--- src/rtl/trw_pkg.sv ---
package trw_pkg;
  typedef struct packed {
    logic load;
    logic step;
  } dpCtl_t;

  localparam int NUM_OUTER = 3;
  localparam int NUM_TRIG_CH = 2;

  localparam logic [3:0] ST_OK = 4'd0;
  localparam logic [3:0] ST_SUBMIT_ERR = 4'd3;
  localparam logic [3:0] ST_UNSUPPORTED = 4'd4;
endpackage

--- src/rtl/trw_datapath.sv ---
module trw_datapath
  import trw_pkg::*;
#(
  parameter int ADDR_W = 64,
  parameter int CNT_W = 16,
  parameter int STRIDE_W = 32
) (
  input  logic                          clk,
  input  logic                          rst_n,
  input  dpCtl_t                        ctl,
  input  logic [3:0]                    recType,
  input  logic [CNT_W-1:0]              cntInner,
  input  logic [NUM_OUTER*CNT_W-1:0]    cntOuter,
  input  logic [NUM_OUTER*STRIDE_W-1:0] strides,
  input  logic [ADDR_W-1:0]             baseAddr,
  output logic [ADDR_W-1:0]             curAddr,
  output logic [CNT_W-1:0]              curLen,
  output logic [NUM_OUTER-1:0]          lastFlag
);
  localparam int EXT_W = ADDR_W - STRIDE_W;

  logic [NUM_OUTER-1:0] carry;
  logic [ADDR_W-1:0] strideExt [NUM_OUTER];
  logic [ADDR_W-1:0] strideLat [NUM_OUTER];
  logic [ADDR_W-1:0] lvlAddr [NUM_OUTER];

  for (genvar k = 0; k < NUM_OUTER; k++) begin : g_lvl
    logic [CNT_W-1:0] idx, lim;
    logic [STRIDE_W-1:0] s;
    assign s = strides[k*STRIDE_W +: STRIDE_W];
    assign strideExt[k] = {{EXT_W{s[STRIDE_W-1]}}, s};
    assign lastFlag[k] = (idx == lim - 1'b1);
    if (k == 0) begin : g_c0
      assign carry[k] = 1'b1;
    end else begin : g_cn
      assign carry[k] = carry[k-1] & lastFlag[k-1];
    end
    always_ff @(posedge clk or negedge rst_n) begin
      if (!rst_n) begin
        idx <= '0;
        lim <= CNT_W'(1);
        strideLat[k] <= '0;
      end else if (ctl.load) begin
        idx <= '0;
        strideLat[k] <= strideExt[k];
        if (recType > 4'(k) && cntOuter[k*CNT_W +: CNT_W] != '0)
          lim <= cntOuter[k*CNT_W +: CNT_W];
        else
          lim <= CNT_W'(1);
      end else if (ctl.step && carry[k]) begin
        idx <= lastFlag[k] ? '0 : idx + 1'b1;
      end
    end
  end

  // lvlAddr[0] is the current row; lvlAddr[k] marks where loop k last started.
  always_ff @(posedge clk or negedge rst_n) begin
    if (!rst_n) begin
      for (int k = 0; k < NUM_OUTER; k++) lvlAddr[k] <= '0;
      curLen <= '0;
    end else if (ctl.load) begin
      for (int k = 0; k < NUM_OUTER; k++) lvlAddr[k] <= baseAddr;
      curLen <= cntInner;
    end else if (ctl.step) begin
      if (!lastFlag[0]) begin
        lvlAddr[0] <= lvlAddr[0] + strideLat[0];
      end else if (!lastFlag[1]) begin
        lvlAddr[0] <= lvlAddr[1] + strideLat[1];
        lvlAddr[1] <= lvlAddr[1] + strideLat[1];
      end else begin
        for (int k = 0; k < NUM_OUTER; k++) lvlAddr[k] <= lvlAddr[2] + strideLat[2];
      end
    end
  end

  assign curAddr = lvlAddr[0];
endmodule

--- src/rtl/trw_control.sv ---
module trw_control
  import trw_pkg::*;
#(
  parameter int CNT_W = 16
) (
  input  logic                 clk,
  input  logic                 rst_n,
  input  logic                 start,
  input  logic [31:0]          flags,
  input  logic [CNT_W-1:0]     cnt0,
  input  logic [2:0]           trig,
  input  logic                 rowReady,
  input  logic [NUM_OUTER-1:0] lastFlag,
  output dpCtl_t               ctl,
  output logic                 rowValid,
  output logic                 eventPulse,
  output logic                 respDone,
  output logic [31:0]          respWord,
  output logic                 supActive
);
  logic running;
  logic [3:0] typeLat;
  logic [1:0] esLat;
  logic [7:0] cmdLat;
  logic [3:0] wrapUpTo;
  logic [NUM_TRIG_CH-1:0] gateOk;
  logic accept, load, badType, zeroLen, allLast, evHere;
  logic unusedFlagBits;

  assign unusedFlagBits = ^{flags[5:4], flags[25:24], flags[31:27]};
  assign load = start & ~running;
  assign badType = flags[3:0] > 4'd3;
  assign zeroLen = (cnt0 == '0);
  assign wrapUpTo = {&lastFlag, &lastFlag[1:0], lastFlag[0], 1'b1};
  assign allLast = wrapUpTo[3];
  assign rowValid = running & (&gateOk);
  assign accept = rowValid & rowReady;
  assign ctl.load = load & ~badType & ~zeroLen;
  assign ctl.step = accept & ~allLast;
  assign evHere = (esLat != 2'd0 && {2'b00, esLat} <= typeLat)
                  ? wrapUpTo[esLat - 2'd1] : allLast;

  for (genvar g = 0; g < NUM_TRIG_CH; g++) begin : g_ch
    logic [1:0] sel, tt;
    logic openQ, pendQ, hit, quotaEnd;
    always_comb begin
      case (sel)
        2'd1: hit = trig[0];
        2'd2: hit = trig[1];
        2'd3: hit = trig[2];
        default: hit = 1'b0;
      endcase
    end
    assign quotaEnd = accept & wrapUpTo[tt];
    assign gateOk[g] = (sel == 2'd0) | openQ;
    always_ff @(posedge clk or negedge rst_n) begin
      if (!rst_n) begin
        sel <= '0; tt <= '0; openQ <= 1'b0; pendQ <= 1'b0;
      end else if (ctl.load) begin
        sel <= flags[9 + 4*g -: 2];
        tt <= flags[11 + 4*g -: 2];
        openQ <= 1'b0;
        pendQ <= 1'b0;
      end else if (running) begin
        if (hit) begin
          if (openQ & ~quotaEnd) begin
            pendQ <= 1'b1;
          end else begin
            openQ <= 1'b1;
          end
        end else if (quotaEnd) begin
          openQ <= pendQ;
          pendQ <= 1'b0;
        end
      end
    end
  end

  always_ff @(posedge clk or negedge rst_n) begin
    if (!rst_n) begin
      running <= 1'b0; typeLat <= '0; esLat <= '0; cmdLat <= '0;
      supActive <= 1'b0; eventPulse <= 1'b0; respDone <= 1'b0; respWord <= '0;
    end else begin
      respDone <= 1'b0;
      eventPulse <= 1'b0;
      if (load) begin
        typeLat <= flags[3:0];
        esLat <= flags[7:6];
        cmdLat <= flags[23:16];
        supActive <= flags[26];
        if (badType || zeroLen) begin
          respDone <= 1'b1;
          respWord <= {8'h00, flags[23:16], 8'h00, 4'h0,
                       badType ? ST_UNSUPPORTED : ST_SUBMIT_ERR};
        end else begin
          running <= 1'b1;
        end
      end else if (accept) begin
        eventPulse <= evHere & ~supActive;
        if (allLast) begin
          running <= 1'b0;
          respDone <= 1'b1;
          respWord <= {8'h00, cmdLat, 8'h00, 4'h0, ST_OK};
        end
      end
    end
  end
endmodule

--- src/rtl/trw_addr_gen.sv ---
module trw_addr_gen
  import trw_pkg::*;
#(
  parameter int ADDR_W = 64,
  parameter int CNT_W = 16,
  parameter int STRIDE_W = 32
) (
  input  logic                clk,
  input  logic                rst_n,
  input  logic                start,
  input  logic [31:0]         flags,
  input  logic [CNT_W-1:0]    cnt0,
  input  logic [CNT_W-1:0]    cnt1,
  input  logic [CNT_W-1:0]    cnt2,
  input  logic [CNT_W-1:0]    cnt3,
  input  logic [ADDR_W-1:0]   baseAddr,
  input  logic [STRIDE_W-1:0] stride1,
  input  logic [STRIDE_W-1:0] stride2,
  input  logic [STRIDE_W-1:0] stride3,
  input  logic [2:0]          trig,
  output logic                rowValid,
  input  logic                rowReady,
  output logic [ADDR_W-1:0]   rowAddr,
  output logic [CNT_W-1:0]    rowLen,
  output logic                eventPulse,
  output logic                respDone,
  output logic [31:0]         respWord
);
  dpCtl_t ctl;
  logic [NUM_OUTER-1:0] lastFlag;
  logic supActive;

  trw_control #(.CNT_W(CNT_W)) i_ctl (
    .clk(clk), .rst_n(rst_n), .start(start), .flags(flags), .cnt0(cnt0),
    .trig(trig), .rowReady(rowReady), .lastFlag(lastFlag), .ctl(ctl),
    .rowValid(rowValid), .eventPulse(eventPulse), .respDone(respDone),
    .respWord(respWord), .supActive(supActive)
  );

  trw_datapath #(.ADDR_W(ADDR_W), .CNT_W(CNT_W), .STRIDE_W(STRIDE_W)) i_dp (
    .clk(clk), .rst_n(rst_n), .ctl(ctl), .recType(flags[3:0]), .cntInner(cnt0),
    .cntOuter({cnt3, cnt2, cnt1}), .strides({stride3, stride2, stride1}),
    .baseAddr(baseAddr), .curAddr(rowAddr), .curLen(rowLen), .lastFlag(lastFlag)
  );
endmodule

--- config.mk ---
export PLATFORM = sky130hd
export DESIGN_NAME = trw_addr_gen
export DESIGN_NICKNAME = d
export VERILOG_FILES = /design/src/rtl/trw_pkg.sv /design/src/rtl/trw_datapath.sv /design/src/rtl/trw_control.sv /design/src/rtl/trw_addr_gen.sv
export SDC_FILE = /design/constraint.sdc
export NUM_CORES = 2
export LEC_CHECK = 0
export BUFFER_PORTS_ARGS = -buffer_cell sky130_fd_sc_hd__buf_2
export CAP_MARGIN = 0
export CORE_ASPECT_RATIO = 1.4
export CORE_MARGIN = 2
export CORE_UTILIZATION = 65
export CTS_BUF_LIST = sky130_fd_sc_hd__clkbuf_8 sky130_fd_sc_hd__clkbuf_16
export DETAILED_ROUTE_END_ITERATION = 7
export GPL_TIMING_DRIVEN = 0
export PLACE_DENSITY_LB_ADDON = 0.08
export SLEW_MARGIN = 20
export SYNTH_ARGS = -nofsm -noshare
export SYNTH_HDL_FRONTEND = slang
export SYNTH_SLANG_ARGS = --single-unit
--- constraint.sdc ---
create_clock -name clk -period 11.3 [get_ports clk]
set_clock_uncertainty 0.2 [all_clocks]
set_input_delay 1.695 -clock clk [delete_from_list [all_inputs] [get_ports clk]]
set_output_delay 1.695 -clock clk [all_outputs]
set_load 0.02 [all_outputs]
After elaboration in Yosys (flattened, before gate mapping)
Cells that the tools add are included.

word-level totals
  memories kept = 0
  bits in writable memories = 0
  word-level logic and storage cells = 180
  bits in latches = 0
  ROM bits = 0
  register bits after elaboration = 462

operators by class
  multipliers = 0
  multiplexer cells = 62
  shift-type cells = 0
  div/mod/pow operators = 0
  reductions and logical operators = 35
  add/subtract/negate cells = 10
  bitwise operators = 21
  order comparisons = 8
  equal/unequal tests = 15

operator list
  cell                                                                             count
  192-bit two-way mux                                                              2
  128-bit two-way mux                                                              2
  64-bit adder                                                                     3
  16-bit two-way mux                                                               12
  32-bit two-way mux                                                               4
  64-bit two-way mux                                                               2
  16-bit by 1-bit adder with 16-bit output, second input constant                  3
  16-bit == test                                                                   3
  16-bit nonzero test                                                              3
  16-bit by 1-bit subtractor with 16-bit output, second input constant             3
  1-bit two-way mux                                                                34
  3-bit AND reduction                                                              8
  2-bit nonzero test                                                               9
  16-bit zero test                                                                 1
  1-bit AND                                                                        12
  3-bit != test, second input constant                                             4
  2-bit by 3-bit less-than comparator with 1-bit output, second input constant     3
  2-bit == test, second input constant                                             4
  4-bit by 1-bit greater-than comparator with 1-bit output, second input constant  2
  4-bit by 2-bit greater-than comparator with 1-bit output, second input constant  2
  1-bit inverter                                                                   7
  1-bit binary-select mux with 2-bit select                                        3
  1-bit logical AND                                                                6
  1-bit one-hot mux with 3 select lines                                            2
  other kinds (10)                                                                 17

Depth between registers and ports, before layout
  depth after elaboration = 12
  mapped depth = 16
  mapped depth without buffers = 14

Cells and area by module
Synthesis repeated with hierarchy kept, for this count alone.

second synthesis, totals
  cell total of the unflattened synthesis = 3856
  area total of the unflattened synthesis = 33368.3 sq um

by module, submodules not included
  module        cells each  sequential area each (sq um)  area an instance (sq um)  instances
  trw_datapath  3677        10013.4                       31198.7                   1
  trw_control   179         1001.0                        2169.6                    1

Worst setup path before layout
OpenSTA, ideal clock, no wires.

  path type = reg-to-reg
  from = reg i_dp.g_lvl[0].lim[2]
  to = reg i_dp.g_lvl[2].idx[15]
  path slack = 7.293 ns
  buffers on the path = 1
  cell stages (with the launch flop) = 12
  arrival time = 3.729 ns
  cells stage by stage = dfrtp_1 buf_2 or4_4 nor4b_1 mux2_2 or4_1 nor4_4 o311ai_2 a21oi_4 nand4_2 or3_1 a21oi_1

between the ends
  word-level cells in the longest chain between the ends = 7
  elaborated cells on any way between the ends = 8
  classes of those cells = 1 x add/sub; 1 x eq/ne; 3 x bitwise; 3 x reduce/logical

ends and longest elaborated chain
  item                                             RTL line            text
  start: declaration                               trw_datapath.sv:28  logic [CNT_W-1:0] idx, lim;
  start signal: assignment                         trw_datapath.sv:47  lim <= cntOuter[k*CNT_W +: CNT_W];
  16-bit by 1-bit subtractor with 16-bit output *  trw_datapath.sv:32  assign lastFlag[k] = (idx == lim - 1'b1);
  16-bit == test *                                 trw_datapath.sv:32
  3-bit AND reduction                              trw_control.sv:34   assign wrapUpTo = {&lastFlag, &lastFlag[1:0], lastFlag[0], 1'b1};
  1-bit inverter                                   trw_control.sv:39   assign ctl.step = accept & ~allLast;
  1-bit AND                                        trw_control.sv:39
  1-bit logical AND *                              trw_datapath.sv:50  end else if (ctl.step && carry[k]) begin
  2-bit nonzero test (no source line) *            -
  end signal: assignment                           trw_datapath.sv:51  idx <= lastFlag[k] ? '0 : idx + 1'b1;
  end: declaration                                 trw_datapath.sv:28

Mark *: on every way between the ends. The rest lies on a longest branch, timed or not.
A chain may end at the register's enable or synchronous reset.

Final worst setup path
  from = in cnt0[14]
  to = reg i_dp.g_lvl[2].idx[12]

between the ends
  word-level cells in the longest chain between the ends = 4
  elaborated cells on any way between the ends = 5
  classes of those cells = 1 x mux; 2 x bitwise; 2 x reduce/logical

ends and longest elaborated chain
  item                                                      RTL line            text
  start: declaration                                        trw_addr_gen.sv:12  input logic [CNT_W-1:0] cnt0,
  16-bit zero test *                                        trw_control.sv:33   assign zeroLen = (cnt0 == '0);
  1-bit inverter *                                          trw_control.sv:38   assign ctl.load = load & ~badType & ~zeroLen;
  1-bit AND *                                               trw_control.sv:38
  16-bit two-way mux or 2-bit nonzero test (tied branches)  -

Marks and branches as above.

==> metrics.csv <==
stage,metric,value,unit
grt,initial antenna violation count,17,
floorplanning,starting density of the core,65.7,%
clock_tree,root buf cell,clkbuf_16,
route,1st-iter DRT viols,5592,
setup_path,worst reg2reg setup slack,5410,ps
final_layout,Final nets,5115,
setup_path,kind of critical path,in -> reg,
logic_synthesis,post-synthesis mux area share,1.70,%
pwr,PnR Total Power,14100,uW
timing,unrepaired setup endpoints after global routing,no,
logic_synthesis,Seq cells post-synth,440,
logic_synthesis,ys async rst share,100,%
logic_synthesis,post-synthesis cell area,33500,um^2
route,total wire length,150,mm
floorplanning,Row Count,98,
floorplanning,Ports,378,
logic_synthesis,number of flops mapped to enable cells by yosys,0,
min_path,Hold Crit Class,reg -> reg,
final_layout,Area Overhead vs Synth,13.6,%
route,vias per inst,7.09,
setup_path,element type at the critical path end,flip-flop,
logic_synthesis,share of the synthesized area in the top cell type,32.6,%
clock_tree,clk_lat worst skew,650,ps
pwr,Static Leakage,0.0178,uW
placed_design,PortBufs,347,
pwr,internal power,6390,uW
grt,Congestion Overflow GR,0,
logic_synthesis,"Seq/Total Area, Yosys",32.9,%
setup_path,WP data required,11620,ps
timing,Hold WS,272,ps
status,outcome,finished with violations,
logic_synthesis,Mapped Cells,4227,
logic_synthesis,ranking of synthesized cells by area,"dfrtp_1 (33%), nand2_1 (8.7%), ha_1 (7.4%), a21oi_1 (4.9%), o21ai_0 (4.8%)",
clock_tree,worst-case clock buffer depth,3,
floorplanning,Die Ht,273,um
route,Final ANT Viol Nets,0,
floorplanning,Core Box Area,51000,um^2
logic_synthesis,"Primary FF master, synth",dfrtp_1,
timing,Final Max Slew Viols,0,
pwr,PwrDens,370,nW/um^2
clock_tree,Clock transition at path regs,70,ps
clock_tree,H-tree depth,2,
timing,Setup-failing EPs final,0,
timing,Final Hold Vio Count,0,
pwr,Comb pwr share,67.7,%
timing,Final period util,53.8,%
logic_synthesis,Synth Area in XOR/XNOR,6.03,%
logic_synthesis,simple-gate share of the synthesized area,21.4,%
route,drt wl/cell,28.1,um
pwr,switching pwr,7690,uW
logic_synthesis,post-synthesis compound-gate area fraction,24.9,%
setup_path,startpoint types,primary input,
route,# DRC,8,
grt,total track usage,56.2,%
timing,Worst-Margin Slew,1410,ps
setup_path,crit-path max FO,10,
timing,Max-slew headroom,5.30,%
logic_synthesis,"Avg Cell Area, Syn",7.93,um^2
clock_tree,CTS Hold Bufs,0,
clock_tree,buffers inserted by post-CTS timing repair,0,
logic_synthesis,adder-cell share of the synthesized area,7.57,%
pwr,sequential share of power,20.2,%
logic_synthesis,Synth area leader,dfrtp_1,
pwr,maximum vdd drop,0.312,mV
grt,largest net degree at the start of global routing,99,
flow_run,Max Cap Viol,0,
timing,minimum clock period,6070,ps
final_layout,filler cell count,3771,
floorplanning,die area,53400,um^2
grt,global-route wire length before repair,225,mm
route,routed vias,37932,
logic_synthesis,Synth warnings,0,
grt,vias in the first global route,37089,
route,first drt pass iteration count,8,
clock_tree,CTS tree,yes,
clock_tree,CTS buffer count,46,
placed_design,Placer Congestion,1.11,
placed_design,HPWL Detailed,112,mm
timing,Achievable Freq,165,MHz
logic_synthesis,largest family of logic cells by synthesized area,compound AO/OA/AOI/OAI gates,
clock_tree,CTS resizes,0,
pwr,switching part of the total,54.6,%
final_layout,share of layout cells above drive strength 1,13.3,%
logic_synthesis,count of cell types in the netlist,95,
floorplanning,Horiz. Die Dim,196,um
setup_path,Critical Path AT,6390,ps
pwr,Clk pwr share,12.1,%
status,failing checks,DRC,
clock_tree,CTS Sinks,440,
## metal layers
metal  part of all wire (%)  up-vias  wire length [um]  GRT usage (%)
met5                   0.17        -               252           2.89
met4                     15       12             22000           58.6
met3                     13     1334             19000           21.8
met2                     42     3275             63600           84.9
met1                     30    17308             45600           57.8
li1                       -    16003                 -              -
## final cells by class
| type | instances | area [um^2] | share of cell area (%) |
|---|---|---|---|
| Inverter | 77 | 289 | 0.760 |
| Clock buffer | 57 | 1310 | 3.45 |
| Clock inverter | 25 | 312 | 0.819 |
| Buffer | 313 | 1560 | 4.11 |
| Timing Repair Buffer | 356 | 1940 | 5.10 |
| Sequential cell | 440 | 11000 | 29.0 |
| Tap cell | 650 | 813 | 2.14 |
| Antenna cell | 14 | 35.0 | 0.0921 |
| Multi-Input combinational cell | 3417 | 20800 | 54.6 |
## power groups by stage
| stage | registers [uW] | logic (uW) | clock network [uW] |
|---|---|---|---|
| after floorplan | 2600 | 6040 | 0 |
| after global placement | 2800 | 8580 | 0 |
| after detailed placement | 2810 | 8750 | 0 |
| after CTS | 2800 | 8870 | 1670 |
| after global routing | 2870 | 10000 | 1740 |
| final | 2850 | 9530 | 1700 |
## state kept, by name, indices dropped and copies added (netlist names)
signal	count
i_ctl.cmdLat	8
i_ctl.esLat	2
i_ctl.eventPulse	1
i_ctl.g_ch.openQ	2
i_ctl.g_ch.pendQ	2
i_ctl.g_ch.sel	4
i_ctl.g_ch.tt	4
i_ctl.respDone	1
i_ctl.respWord	10
i_ctl.running	1
i_ctl.supActive	1
i_ctl.typeLat	4
i_dp.curAddr	64
i_dp.curLen	16
i_dp.g_lvl.idx	48
i_dp.g_lvl.lim	48
i_dp.lvlAddr	128
i_dp.strideLat	96
## metrics by stage
| step | setup slack, ps | instance area (um^2) | TNS [ps] | cells | util (%) |
|---|---|---|---|---|---|
| after global placement | -315 | 36100 | -97820 | 5244 | 70.8 |
| final | 5230 | 38100 | 0 | 5349 | 74.6 |
| after detailed placement | 4850 | 36400 | 0 | 5251 | 71.3 |
| after global routing | 5020 | 38000 | 0 | 5340 | 74.6 |
| after CTS | 5440 | 38000 | 0 | 5333 | 74.5 |
| after floorplan | 7290 | 33600 | 0 | 4247 | - |
## critical path: stages
cell and delay, ps:
buf_2 110, nor4_1 350, nand4_1 390, nand3_1 390
clkbuf_1 690, clkbuf_1 720, clkbuf_1 610, nand3_1 920
o31ai_1 490
## cell usage in the layout (no fill, tap or decap), types with 13 or more instances in the layout
master and n:
a211oi_1 30, a21boi_0 22, a21o_1 117, a21oi_1 329
a22o_1 43, a31oi_1 77, and2_1 24, and3_1 54
buf_2 376, buf_4 90, clkbuf_1 169, clkbuf_16 47
clkbuf_2 13, conb_1 21, dfrtp_1 434, diode_2 14
ha_1 198, inv_1 83, mux2i_1 38, nand2_1 780
nand2b_1 20, nand3_1 91, nand4_1 67, nor2_1 325
nor2b_1 20, nor3_1 69, nor4_1 33, o211ai_1 55
o21a_1 51, o21ai_0 318, o21bai_1 36, o22ai_1 39
o31ai_1 35, or2_2 14, or3_1 37, or4_1 14
xnor2_1 135, xor2_1 93
## synthesized netlist by cell type (13+ instances only)
cell type  number
nand2_1       780
dfrtp_1       437
a21oi_1       329
nor2_1        327
o21ai_0       322
ha_1          198
clkbuf_1      180
xnor2_1       135
a21o_1        117
xor2_1         93
nand3_1        91
buf_4          89
a31oi_1        77
inv_1          77
nor3_1         69
nand4_1        67
o211ai_1       55
and3_1         54
o21a_1         51
a22o_1         43
mux2i_1        39
o22ai_1        39
or3_1          37
o21bai_1       36
o31ai_1        35
nor4_1         33
a211oi_1       30
buf_2          30
and2_1         24
a21boi_0       22
nand2b_1       20
nor2b_1        20
or2_2          14
or4_1          14
buf_1          13
## kinds of logic after synthesis
logic type,after synthesis
compound gates,1311
xor+xnor,229
fa+ha+maj,201
buf+inv,390
flops,440
mux,55
other cells,1
simple gates,1600
## worst paths after layout
kind	from	cells after the start	end
worst max-delay path	cnt0[14]	9	i_dp.g_lvl[2].idx[12]
worst min-delay path	i_dp.curLen[6]	2	i_dp.curLen[6]
worst max register to register	i_dp.strideLat[0]	14	i_dp.curAddr[60]
worst min register to register	i_dp.curLen[6]	2	i_dp.curLen[6]
max in group asynchronous	rst_n	4	i_dp.curAddr[14]
min in group asynchronous	rst_n	1	i_dp.g_lvl[2].lim[13]
No activity file was read; power rests on OpenSTA's default activity.
